**src/rtl/fbld_pkg.sv**
```systemverilog
package fbld_pkg;
  localparam int M_IP4  = 0;
  localparam int M_IP6  = 1;
  localparam int M_VLAN = 2;
  localparam int M_LIDX = 3;

  typedef struct packed {
    logic [3:0]   mask;
    logic [15:0]  len;
    logic [31:0]  ip4;
    logic [127:0] ip6;
    logic [15:0]  vlan;
    logic [15:0]  lidx;
  } fb_set_t;
endpackage

```
**src/rtl/fbld_set_parser.sv**
```systemverilog
module fbld_set_parser
  import fbld_pkg::*;
(
  input  logic       clk,
  input  logic       rst,
  input  logic       cfg_empty,
  input  logic [7:0] cfg_data,
  output logic       cfg_rd,
  input  logic       take,
  output logic       pend_valid,
  output fb_set_t    pend_set
);
  logic [4:0] idx, o6, ov, ol, last_idx;

  always_comb begin
    o6       = 5'd3 + (pend_set.mask[M_IP4]  ? 5'd4  : 5'd0);
    ov       = o6   + (pend_set.mask[M_IP6]  ? 5'd16 : 5'd0);
    ol       = ov   + (pend_set.mask[M_VLAN] ? 5'd2  : 5'd0);
    last_idx = ol   + (pend_set.mask[M_LIDX] ? 5'd2  : 5'd0) - 5'd1;
  end

  assign cfg_rd = !pend_valid && !cfg_empty;

  always_ff @(posedge clk) begin
    if (rst) begin
      pend_valid <= 1'b0;
      idx        <= '0;
      pend_set   <= '0;
    end else begin
      if (take) pend_valid <= 1'b0;
      if (cfg_rd) begin
        if (idx == 5'd0) begin
          pend_set      <= '0;
          pend_set.mask <= cfg_data[3:0];
        end else if (idx == 5'd1) pend_set.len[15:8] <= cfg_data;
        else if (idx == 5'd2) pend_set.len[7:0] <= cfg_data;
        else if (pend_set.mask[M_IP4] && idx < o6) pend_set.ip4 <= {pend_set.ip4[23:0], cfg_data};
        else if (pend_set.mask[M_IP6] && idx < ov) pend_set.ip6 <= {pend_set.ip6[119:0], cfg_data};
        else if (pend_set.mask[M_VLAN] && idx < ol) pend_set.vlan <= {pend_set.vlan[7:0], cfg_data};
        else pend_set.lidx <= {pend_set.lidx[7:0], cfg_data};
        if (idx != 5'd0 && idx == last_idx) begin
          pend_valid <= 1'b1;
          idx        <= '0;
        end else begin
          idx <= idx + 5'd1;
        end
      end
    end
  end

  AST_PENDING_HELD: assert property (@(posedge clk) disable iff (rst)
    (pend_valid && !take) |=> (pend_valid && $stable(pend_set)));
endmodule

```
**src/rtl/fbld_tpl_lut.sv**
```systemverilog
module fbld_tpl_lut #(
  parameter int ENTRIES = 4,
  parameter int HDR_LEN = 54,
  localparam int DEPTH  = ENTRIES * HDR_LEN,
  localparam int AW     = $clog2(DEPTH)
) (
  input  logic          clk,
  input  logic          we,
  input  logic [AW-1:0] waddr,
  input  logic [7:0]    wdata,
  input  logic [AW-1:0] raddr,
  output logic [7:0]    rdata
);
  logic [7:0] mem [DEPTH];

  always_ff @(posedge clk) begin
    if (we) mem[waddr] <= wdata;
    rdata <= mem[raddr];
  end
endmodule

```
**src/rtl/fbld_byte_mux.sv**
```systemverilog
module fbld_byte_mux
  import fbld_pkg::*;
#(
  parameter int HDR_LEN  = 54,
  parameter int IP4_OFS  = 30,
  parameter int IP6_OFS  = 38,
  parameter int VLAN_OFS = 12,
  parameter int LEN_W    = 11
) (
  input  logic [LEN_W-1:0] pos,
  input  fb_set_t          set,
  input  logic [7:0]       tpl,
  output logic [7:0]       dout
);
  localparam logic [LEN_W-1:0] L_HDR = LEN_W'(HDR_LEN);
  localparam logic [LEN_W-1:0] L_VO  = LEN_W'(VLAN_OFS);
  localparam logic [LEN_W-1:0] L_VE  = LEN_W'(VLAN_OFS + 4);
  localparam logic [LEN_W-1:0] L_I4  = LEN_W'(IP4_OFS);
  localparam logic [LEN_W-1:0] L_I4E = LEN_W'(IP4_OFS + 4);
  localparam logic [LEN_W-1:0] L_I6  = LEN_W'(IP6_OFS);
  localparam logic [LEN_W-1:0] L_I6E = LEN_W'(IP6_OFS + 16);

  logic [LEN_W-1:0] hl, q, k4, k6, kv;
  logic unused_fields;
  assign unused_fields = ^{set.len, set.lidx};

  always_comb begin
    hl   = L_HDR + (set.mask[M_VLAN] ? LEN_W'(4) : LEN_W'(0));
    q    = (set.mask[M_VLAN] && pos >= L_VE) ? pos - LEN_W'(4) : pos;
    k4   = q - L_I4;
    k6   = q - L_I6;
    kv   = pos - L_VO;
    dout = tpl;
    if (pos >= hl) begin
      dout = 8'(pos - hl);
    end else if (set.mask[M_VLAN] && pos >= L_VO && pos < L_VE) begin
      case (kv[1:0])
        2'd0:    dout = 8'h81;
        2'd1:    dout = 8'h00;
        2'd2:    dout = set.vlan[15:8];
        default: dout = set.vlan[7:0];
      endcase
    end else if (set.mask[M_IP4] && q >= L_I4 && q < L_I4E) begin
      dout = set.ip4[(3 - int'(k4[1:0])) * 8 +: 8];
    end else if (set.mask[M_IP6] && q >= L_I6 && q < L_I6E) begin
      dout = set.ip6[(15 - int'(k6[3:0])) * 8 +: 8];
    end
  end
endmodule

```
**src/rtl/fbld_frame_gen.sv**
```systemverilog
module fbld_frame_gen
  import fbld_pkg::*;
#(
  parameter int LUT_ENTRIES = 4,
  parameter int HDR_LEN     = 54,
  parameter int IP4_OFS     = 30,
  parameter int IP6_OFS     = 38,
  parameter int VLAN_OFS    = 12,
  parameter int MIN_LEN     = 64,
  parameter int MAX_LEN     = 1518,
  parameter int IFG         = 12,
  localparam int IDX_W      = $clog2(LUT_ENTRIES),
  localparam int HB_W       = $clog2(HDR_LEN),
  localparam int AW         = $clog2(LUT_ENTRIES * HDR_LEN),
  localparam int LEN_W      = $clog2(MAX_LEN + 1),
  localparam int GAP_W      = $clog2(IFG + 1)
) (
  input  logic             clk,
  input  logic             rst,
  input  logic             cfg_empty,
  input  logic [7:0]       cfg_data,
  output logic             cfg_rd,
  input  logic             lut_we,
  input  logic [IDX_W-1:0] lut_entry,
  input  logic [HB_W-1:0]  lut_byte,
  input  logic [7:0]       lut_wdata,
  output logic             tx_valid,
  output logic [7:0]       tx_data,
  output logic             tx_sof,
  output logic             tx_eof,
  output logic             tx_replay
);
  logic             pend_valid, take;
  fb_set_t          pend_set, cur;
  logic             busy, rep, have_frame;
  logic [LEN_W-1:0] pos, flen, q0;
  logic [GAP_W-1:0] gap;
  logic [AW-1:0]    waddr, raddr;
  logic [7:0]       tpl_byte, mux_byte;
  logic             s1_act, s1_last, s1_rep;
  logic [LEN_W-1:0] s1_pos;

  function automatic logic [LEN_W-1:0] clamp_len(input logic [15:0] l);
    if (l < 16'(MIN_LEN)) return LEN_W'(MIN_LEN);
    else if (l > 16'(MAX_LEN)) return LEN_W'(MAX_LEN);
    else return LEN_W'(l);
  endfunction

  fbld_set_parser u_parser (
    .clk(clk), .rst(rst), .cfg_empty(cfg_empty), .cfg_data(cfg_data), .cfg_rd(cfg_rd),
    .take(take), .pend_valid(pend_valid), .pend_set(pend_set)
  );

  assign take = !busy && gap == '0 && pend_valid;

  always_ff @(posedge clk) begin
    if (rst) begin
      busy <= 1'b0; rep <= 1'b0; have_frame <= 1'b0;
      pos <= '0; flen <= '0; gap <= '0; cur <= '0;
    end else if (busy) begin
      if (pos == flen - LEN_W'(1)) begin
        busy       <= 1'b0;
        gap        <= GAP_W'(IFG - 1);
        have_frame <= 1'b1;
      end
      pos <= pos + LEN_W'(1);
    end else if (gap != '0) begin
      gap <= gap - GAP_W'(1);
    end else if (take) begin
      busy <= 1'b1; pos <= '0; rep <= 1'b0;
      cur  <= pend_set;
      flen <= clamp_len(pend_set.len);
    end else if (have_frame) begin
      busy <= 1'b1; pos <= '0; rep <= 1'b1;
    end
  end

  // template address for the byte at stage 0
  always_comb begin
    q0 = (cur.mask[M_VLAN] && pos >= LEN_W'(VLAN_OFS + 4)) ? pos - LEN_W'(4) : pos;
    if (q0 >= LEN_W'(HDR_LEN)) q0 = '0;
  end
  assign raddr = AW'(cur.lidx[IDX_W-1:0]) * AW'(HDR_LEN) + AW'(q0);
  assign waddr = AW'(lut_entry) * AW'(HDR_LEN) + AW'(lut_byte);

  fbld_tpl_lut #(.ENTRIES(LUT_ENTRIES), .HDR_LEN(HDR_LEN)) u_lut (
    .clk(clk), .we(lut_we), .waddr(waddr), .wdata(lut_wdata), .raddr(raddr), .rdata(tpl_byte)
  );

  always_ff @(posedge clk) begin
    if (rst) begin
      s1_act <= 1'b0; s1_last <= 1'b0; s1_rep <= 1'b0; s1_pos <= '0;
    end else begin
      s1_act  <= busy;
      s1_last <= busy && pos == flen - LEN_W'(1);
      s1_rep  <= rep;
      s1_pos  <= pos;
    end
  end

  fbld_byte_mux #(.HDR_LEN(HDR_LEN), .IP4_OFS(IP4_OFS), .IP6_OFS(IP6_OFS),
                  .VLAN_OFS(VLAN_OFS), .LEN_W(LEN_W)) u_mux (
    .pos(s1_pos), .set(cur), .tpl(tpl_byte), .dout(mux_byte)
  );

  always_ff @(posedge clk) begin
    if (rst) begin
      tx_valid <= 1'b0; tx_data <= '0; tx_sof <= 1'b0; tx_eof <= 1'b0; tx_replay <= 1'b0;
    end else begin
      tx_valid  <= s1_act;
      tx_data   <= s1_act ? mux_byte : 8'h00;
      tx_sof    <= s1_act && s1_pos == '0;
      tx_eof    <= s1_act && s1_last;
      tx_replay <= s1_act && s1_pos == '0 && s1_rep;
    end
  end

  // observation state for the output checks
  localparam int IW = $clog2(IFG + 1);
  logic [LEN_W:0] ob_cnt;
  logic [IW-1:0]  idle_cnt;
  logic           seen_eof;
  always_ff @(posedge clk) begin
    if (rst) begin
      ob_cnt <= '0; idle_cnt <= '0; seen_eof <= 1'b0;
    end else begin
      if (tx_valid) ob_cnt <= tx_eof ? '0 : ob_cnt + 1'b1;
      if (tx_valid) idle_cnt <= '0;
      else if (idle_cnt != IW'(IFG)) idle_cnt <= idle_cnt + 1'b1;
      if (tx_eof) seen_eof <= 1'b1;
    end
  end

  AST_LEN_IN_RANGE: assert property (@(posedge clk) disable iff (rst)
    tx_eof |-> (ob_cnt + 1'b1 >= (LEN_W+1)'(MIN_LEN) && ob_cnt + 1'b1 <= (LEN_W+1)'(MAX_LEN)));
  AST_SOF_OPENS: assert property (@(posedge clk) disable iff (rst)
    $rose(tx_valid) |-> tx_sof);
  AST_EOF_CLOSES: assert property (@(posedge clk) disable iff (rst)
    $fell(tx_valid) |-> $past(tx_eof));
  AST_GAP_KEPT: assert property (@(posedge clk) disable iff (rst)
    (tx_sof && seen_eof) |-> idle_cnt >= IW'(IFG));
  AST_REPLAY_AT_SOF: assert property (@(posedge clk) disable iff (rst)
    tx_replay |-> tx_sof);
endmodule

```
**config.mk**
```make
export PLATFORM = sky130hd
export DESIGN_NAME = fbld_frame_gen
export DESIGN_NICKNAME = d
export VERILOG_FILES = /design/src/rtl/fbld_pkg.sv /design/src/rtl/fbld_set_parser.sv /design/src/rtl/fbld_tpl_lut.sv /design/src/rtl/fbld_byte_mux.sv /design/src/rtl/fbld_frame_gen.sv
export SDC_FILE = /design/constraint.sdc
export NUM_CORES = 2
export LEC_CHECK = 0
export ABC_CLOCK_PERIOD_IN_PS = 5100
export BUFFER_PORTS_ARGS = -buffer_cell sky130_fd_sc_hd__buf_2
export CAP_MARGIN = 20
export CORE_MARGIN = 5
export CORE_UTILIZATION = 57
export CTS_CLUSTER_DIAMETER = 30
export DETAILED_ROUTE_END_ITERATION = 8
export PLACE_DENSITY = 0.76
export SYNTH_ARGS = -nofsm -noshare
export SYNTH_HDL_FRONTEND = slang
export SYNTH_HIERARCHICAL = 1
export SYNTH_SLANG_ARGS = --single-unit
```
**constraint.sdc**
```tcl
create_clock -name clk -period 5.1 [get_ports clk]
set_clock_uncertainty 0.15 [all_clocks]
set_input_delay 0.255 -clock clk [delete_from_list [all_inputs] [get_ports clk]]
set_output_delay 0.255 -clock clk [all_outputs]
set_load 0.1 [all_outputs]
```
======== Yosys cells after proc, flatten, opt, wreduce, memory -nomap -nowiden ========
Memory sizes are Yosys's and may differ from the RTL's. A register that Yosys moved wholly into a read port is not among the register bits.
Index checks and enable logic that the tools add are counted.
operators by class
  add/subtract/negate cells ............... 20
  multiply operators ...................... 2
  order comparisons ....................... 15
  equality and inequality tests ........... 13
  shifts and indexed selects .............. 2
  muxes and demuxes ....................... 46
  bitwise gates (word level) .............. 3
  reduce and logical (&&, ||, !) cells .... 49
operator list
  cell                   number
  $mux 208               1
  $mux 200               1
  $mux 192               1
  $mux 160               1
  $mux 128               1
  $shiftx 128x32->8      1
  $mux 11                8
  $mux 32                2
  $mux 8                 7
  $ge 11x5->1 const B    3
  $mux 16                2
  $shiftx 32x32->8       1
  $pmux 8 s3             1
  $ge 11x6->1 const B    2
  $lt 11x6->1 const B    2
  $sub 11x3->11 const B  2
  $logic_and 1x1->1      19
  $gt 16x11->1 const B   1
  $lt 16x7->1 const B    1
  $add 5x5->5            3
  $lt 5x5->1             3
  $mul 2x5->7 const B    2
  $reduce_bool 2->1      7
  $mux 1                 12
  other kinds (45)       66
word-level totals
  register bits after elaboration ......... 446
  RAM bits ................................ 1728
  memories ................................ 1
memory list
  memory     words  width  read ports  clocked after Yosys merged registers in  write ports  line                source
  u_lut.mem  216    8      1           1                                        1            fbld_tpl_lut.sv:14  logic [7:0] mem [DEPTH];

======== Depth between registers and ports, before layout ========
  word-level depth ........................ 12
  mapped depth ............................ 23

======== Cells and area by module ========
Netlist, hierarchy kept.
by module, submodules not included
  module           instances  cells each  area an instance (sq um)
  fbld_tpl_lut     1          3156        67449.7
  fbld_frame_gen   1          1276        10301.1
  fbld_set_parser  1          794         7885.1
  fbld_byte_mux    1          193         2208.4

======== Worst setup path before layout ========
Ideal clock, no wire load.
  path kind ............................... reg2reg
  start ................................... reg pos[10]
  end ..................................... reg u_lut.rdata[0] (read register of u_lut.mem)
  setup time .............................. 0.137 ns
  data arrival time ....................... 4.206 ns
  setup slack ............................. 0.607 ns
  stages on the path, launching flop included .. 20
  buffers on the path ..................... 4
  period minus slack after synthesis ...... 4.493 ns
  path through ............................ dfxtp_1 or3_4 o41ai_4 mux2_4 o21ai_2 a21oi_2 and2b_1 ha_1 a21o_1 a21oi_1 xnor2_1 buf_2 buf_2 buf_2 buf_2 o221ai_1 a221oi_1 a21oi_1 nor3_2 o32ai_1
between the ends
  word-level cells in the longest chain between the ends .. 6
ends and longest elaborated chain
  element                   line                  source
  start: declaration        fbld_frame_gen.sv:36  logic [LEN_W-1:0] pos, flen, q0;
  start signal: assignment  fbld_frame_gen.sv:66  pos <= pos + LEN_W'(1);
  $ge 11x5->1               fbld_frame_gen.sv:80  q0 = (cur.mask[M_VLAN] && pos >= LEN_W'(VLAN_OFS + 4)) ? pos - LEN_W'(4) : pos;
  $logic_and 1x1->1         fbld_frame_gen.sv:80
  $mux 11 *                 fbld_frame_gen.sv:80
  $ge 11x6->1               fbld_frame_gen.sv:81  if (q0 >= LEN_W'(HDR_LEN)) q0 = '0;
  $mux 8 *                  fbld_frame_gen.sv:81
  $add 8x8->8 *             fbld_frame_gen.sv:83  assign raddr = AW'(cur.lidx[IDX_W-1:0]) * AW'(HDR_LEN) + AW'(q0);
  via raddr[4]              fbld_frame_gen.sv:38  logic [AW-1:0] waddr, raddr;
  end: declaration          fbld_tpl_lut.sv:12    output logic [7:0] rdata
The timed path passes the listed nets; every way through them passes the cells marked *.
A chain may end at the register's enable or synchronous reset.

======== Final worst setup path ========
  start ................................... reg pos[2]
  end ..................................... reg u_lut.rdata[1] (read register of u_lut.mem)
The elaborated chain is that of the path after synthesis.

==> flow_summary.json <==
{
  "status": "finished with violations",
  "violations": "negative setup slack",
  "wl_mm": 244,
  "placed_cell_area_um2": 90900,
  "setup_tns_ns": -0.550,
  "die_area_um2": 159000,
  "rr_worst_depth": 19,
  "cp_max_fo": 7,
  "cts_tree": "built",
  "clk_latency_ns": 0.95,
  "antenna_left": 0,
  "synth_area_per_cell_um2": 16.4,
  "maxCapViolations": 0,
  "grt_pass1_vias": 53360,
  "worstHoldEndpoint": "u_parser/pend_set[16]$_SDFFE_PP0P_",
  "finalHoldViolations": 0,
  "fin_crit_sh_pct": 104,
  "grt_max_degree": 168,
  "clkTransAtPathRegs_ns": 0.05,
  "syn2layout_area_growth_pct": 22.5,
  "clock_sinks": 2176,
  "hp-start": "cfg_data[0]",
  "drv_slew": 0,
  "rows": 142,
  "setup_viol": 5,
  "drt-initial-drc-count": 7589,
  "syn_area_um2": 86400,
  "dp_slack_ns": -0.225,
  "hold_class": "primary input to flop",
  "grt_pass1_wl_mm": 348,
  "fmax_mhz": 189,
  "drc_errors": 0,
  "path_class": "flop to flop",
  "core-area_um2": 150000,
  "setup_slack_ns": -0.194,
  "period_needed_ns": 5.29,
  "worstPathRequired_ns": 5.75,
  "gp_congestion": 0.928,
  "p_per_area_nw_per_um2": 452,
  "worst_pin_slew_ns": 1.04,
  "layout-drive-gt1-share_pct": 28.3,
  "synth_warnings": 6,
  "final_cells": 8159,
  "clk_path_buf_depth": 4,
  "holdPathStages": 3,
  "worst_hold_slack_ns": 0.161,
  "ir_drop_mv": 0.431,
  "die_x_um": 399,
  "r2r_setup_slack_ns": -0.19,
  "cts_buffers": 396,
  "wire_per_inst_um": 29.9,
  "grt.overflow.total": 0,
  "io_buffers": 40,
  "finalPower_mw": 47.9,
  "r2r-start": "pos[2]$_SDFFE_PP0P_",
  "syn-num-nets": 5325,
  "dr.pass1.iters": 9,
  "grt_antenna_before_repair": 9,
  "grt_setup_unrepaired": "true",
  "htree_levels": 5,
  "cp.arrival_ns": 5.94,
  "pin_count": 41,
  "maxSlewHeadroom_pct": 30.8,
  "cts_root_buffer": "clkbuf_16",
  "nFillCells": 8584,
  "synthCells": 5251,
  "post-place-cells": 7379,
  "final_area_um2": 106000,
  "fp.dieH_um": 399,
  "hpwl_mm": 131,
  "fin_util_pct": 70.4,
  "start_util_pct": 57.5,
  "r2r-end": "u_lut/rdata[1]$_DFF_P_",
  "nets": 5895,
  "vias_per_cell": 6.54,
  "p_leak_nw": 34.5,
  "critPathCaptureType": "flop",
  "vias": 53365,
  "grt_usage_pct": 29.3,
  "cp-start-kind": "flop"
}
==> cells in the final DEF (no fill, tap or decap), types with 21 or more instances in the layout <==
cell              n
edfxtp_1       1728
nand2_1         457
dfxtp_1         445
mux4_2          431
clkbuf_16       407
buf_4           383
nor2_1          329
a21oi_1         254
o22ai_1         198
nand2b_1        146
mux2i_1         115
bufinv_16        62
a22oi_1          58
inv_1            54
clkinv_2         50
nor3_1           48
clkinvlp_4       42
buf_12           42
a211oi_1         41
ha_1             41
inv_6            36
mux2_2           36
nor2b_1          35
dlygate4sd3_1    34
clkbuf_1         33
nand3_1          32
a22o_1           32
buf_2            32
clkinv_4         31
clkinv_1         30
xnor2_1          28
o211ai_1         21
==> routing by layer <==
metal  wire length (um)  part of all wire [%]  up-vias  GRT usage [%]
li1                   -                     -    21810              -
met4              16800                   6.9        8           16.2
met5                 48                 0.020        -          0.400
met1              82500                    34    26610           36.9
met2             116000                    48     3917           46.9
met3              28800                    12     1020           7.55
==> critical path, stage by stage (launching register included) <==
cell and delay [ns]:
dfxtp_1 0.33, inv_1 0.10, ha_1 0.23, inv_1 0.09, nand3b_1 0.07, o21ai_0 0.15, or4bb_4 0.51, nor3_1 0.43
ha_1 0.49, a21oi_4 0.31, xnor2_4 0.22, clkbuf_16 0.25, buf_6 0.21, nor2_1 0.12, buf_4 0.19, a22oi_2 0.27
a21oi_1 0.17, nor4_1 0.54, buf_4 0.26, o31ai_1 0.08
==> how the worst max path moves through the flow <==
| stage | cells after the start | startpoint | slack [ns] | to |
|---|---|---|---|---|
| floorplan | 19 | pos[10]$_SDFFE_PP0P_ | 0.61 | u_lut/rdata[0]$_DFF_P_ |
| finish | 19 | pos[2]$_SDFFE_PP0P_ | -0.19 | u_lut/rdata[1]$_DFF_P_ |
| CTS | 20 | pos[2]$_SDFFE_PP0P_ | 0.01 | u_lut/rdata[6]$_DFF_P_ |
| detailed placement | 19 | pos[10]$_SDFFE_PP0P_ | -0.22 | u_lut/rdata[5]$_DFF_P_ |
| global placement | 19 | pos[10]$_SDFFE_PP0P_ | -0.08 | u_lut/rdata[4]$_DFF_P_ |
| global route | 19 | pos[2]$_SDFFE_PP0P_ | -0.24 | u_lut/rdata[1]$_DFF_P_ |
==> where the power goes <==
group	internal [mW]	total, mW	switching [mW]
registers	19.3	19.4	0.0756
logic	0.455	1.53	1.07
clock network	17.7	27.0	9.25
==> sequential cells by signal, indices dropped and copies added, names as in the netlist <==
register / flops
busy: 1
cur: 181
have_frame: 1
u_parser/pend_valid: 1
rep: 1
s1_act: 1
gap: 4
flen: 11
tx_replay: 1
s1_last: 1
u_parser/pend_set: 198
s1_pos: 11
tx_data: 8
u_parser/idx: 5
s1_rep: 1
u_lut/rdata: 8
tx_eof: 1
pos: 11
tx_valid: 1
u_lut/mem: 1728
tx_sof: 1
==> final cells by class <==
class | count | area (um^2) | share of cell area [%]
well taps | 2016 | 2520 | 2.38
clock inverters | 270 | 3370 | 3.18
inverters | 56 | 220 | 0.208
diodes | 7 | 17.5 | 0.0166
multi-input cells | 2673 | 23900 | 22.6
clock buffers | 443 | 10300 | 9.72
repair buffers | 518 | 4650 | 4.39
flip-flops and latches | 2176 | 60900 | 57.5
==> what timing repair did <==
action	4_1_cts	5_1_grt
pin swaps	1	16
cloned	0	7
buffers inserted	1	17
resized for setup	16	101
hold buffers	34	0
hold endpoints to repair	955	0
setup endpoints to repair	8	8
(Power assumes the default switching activity.)
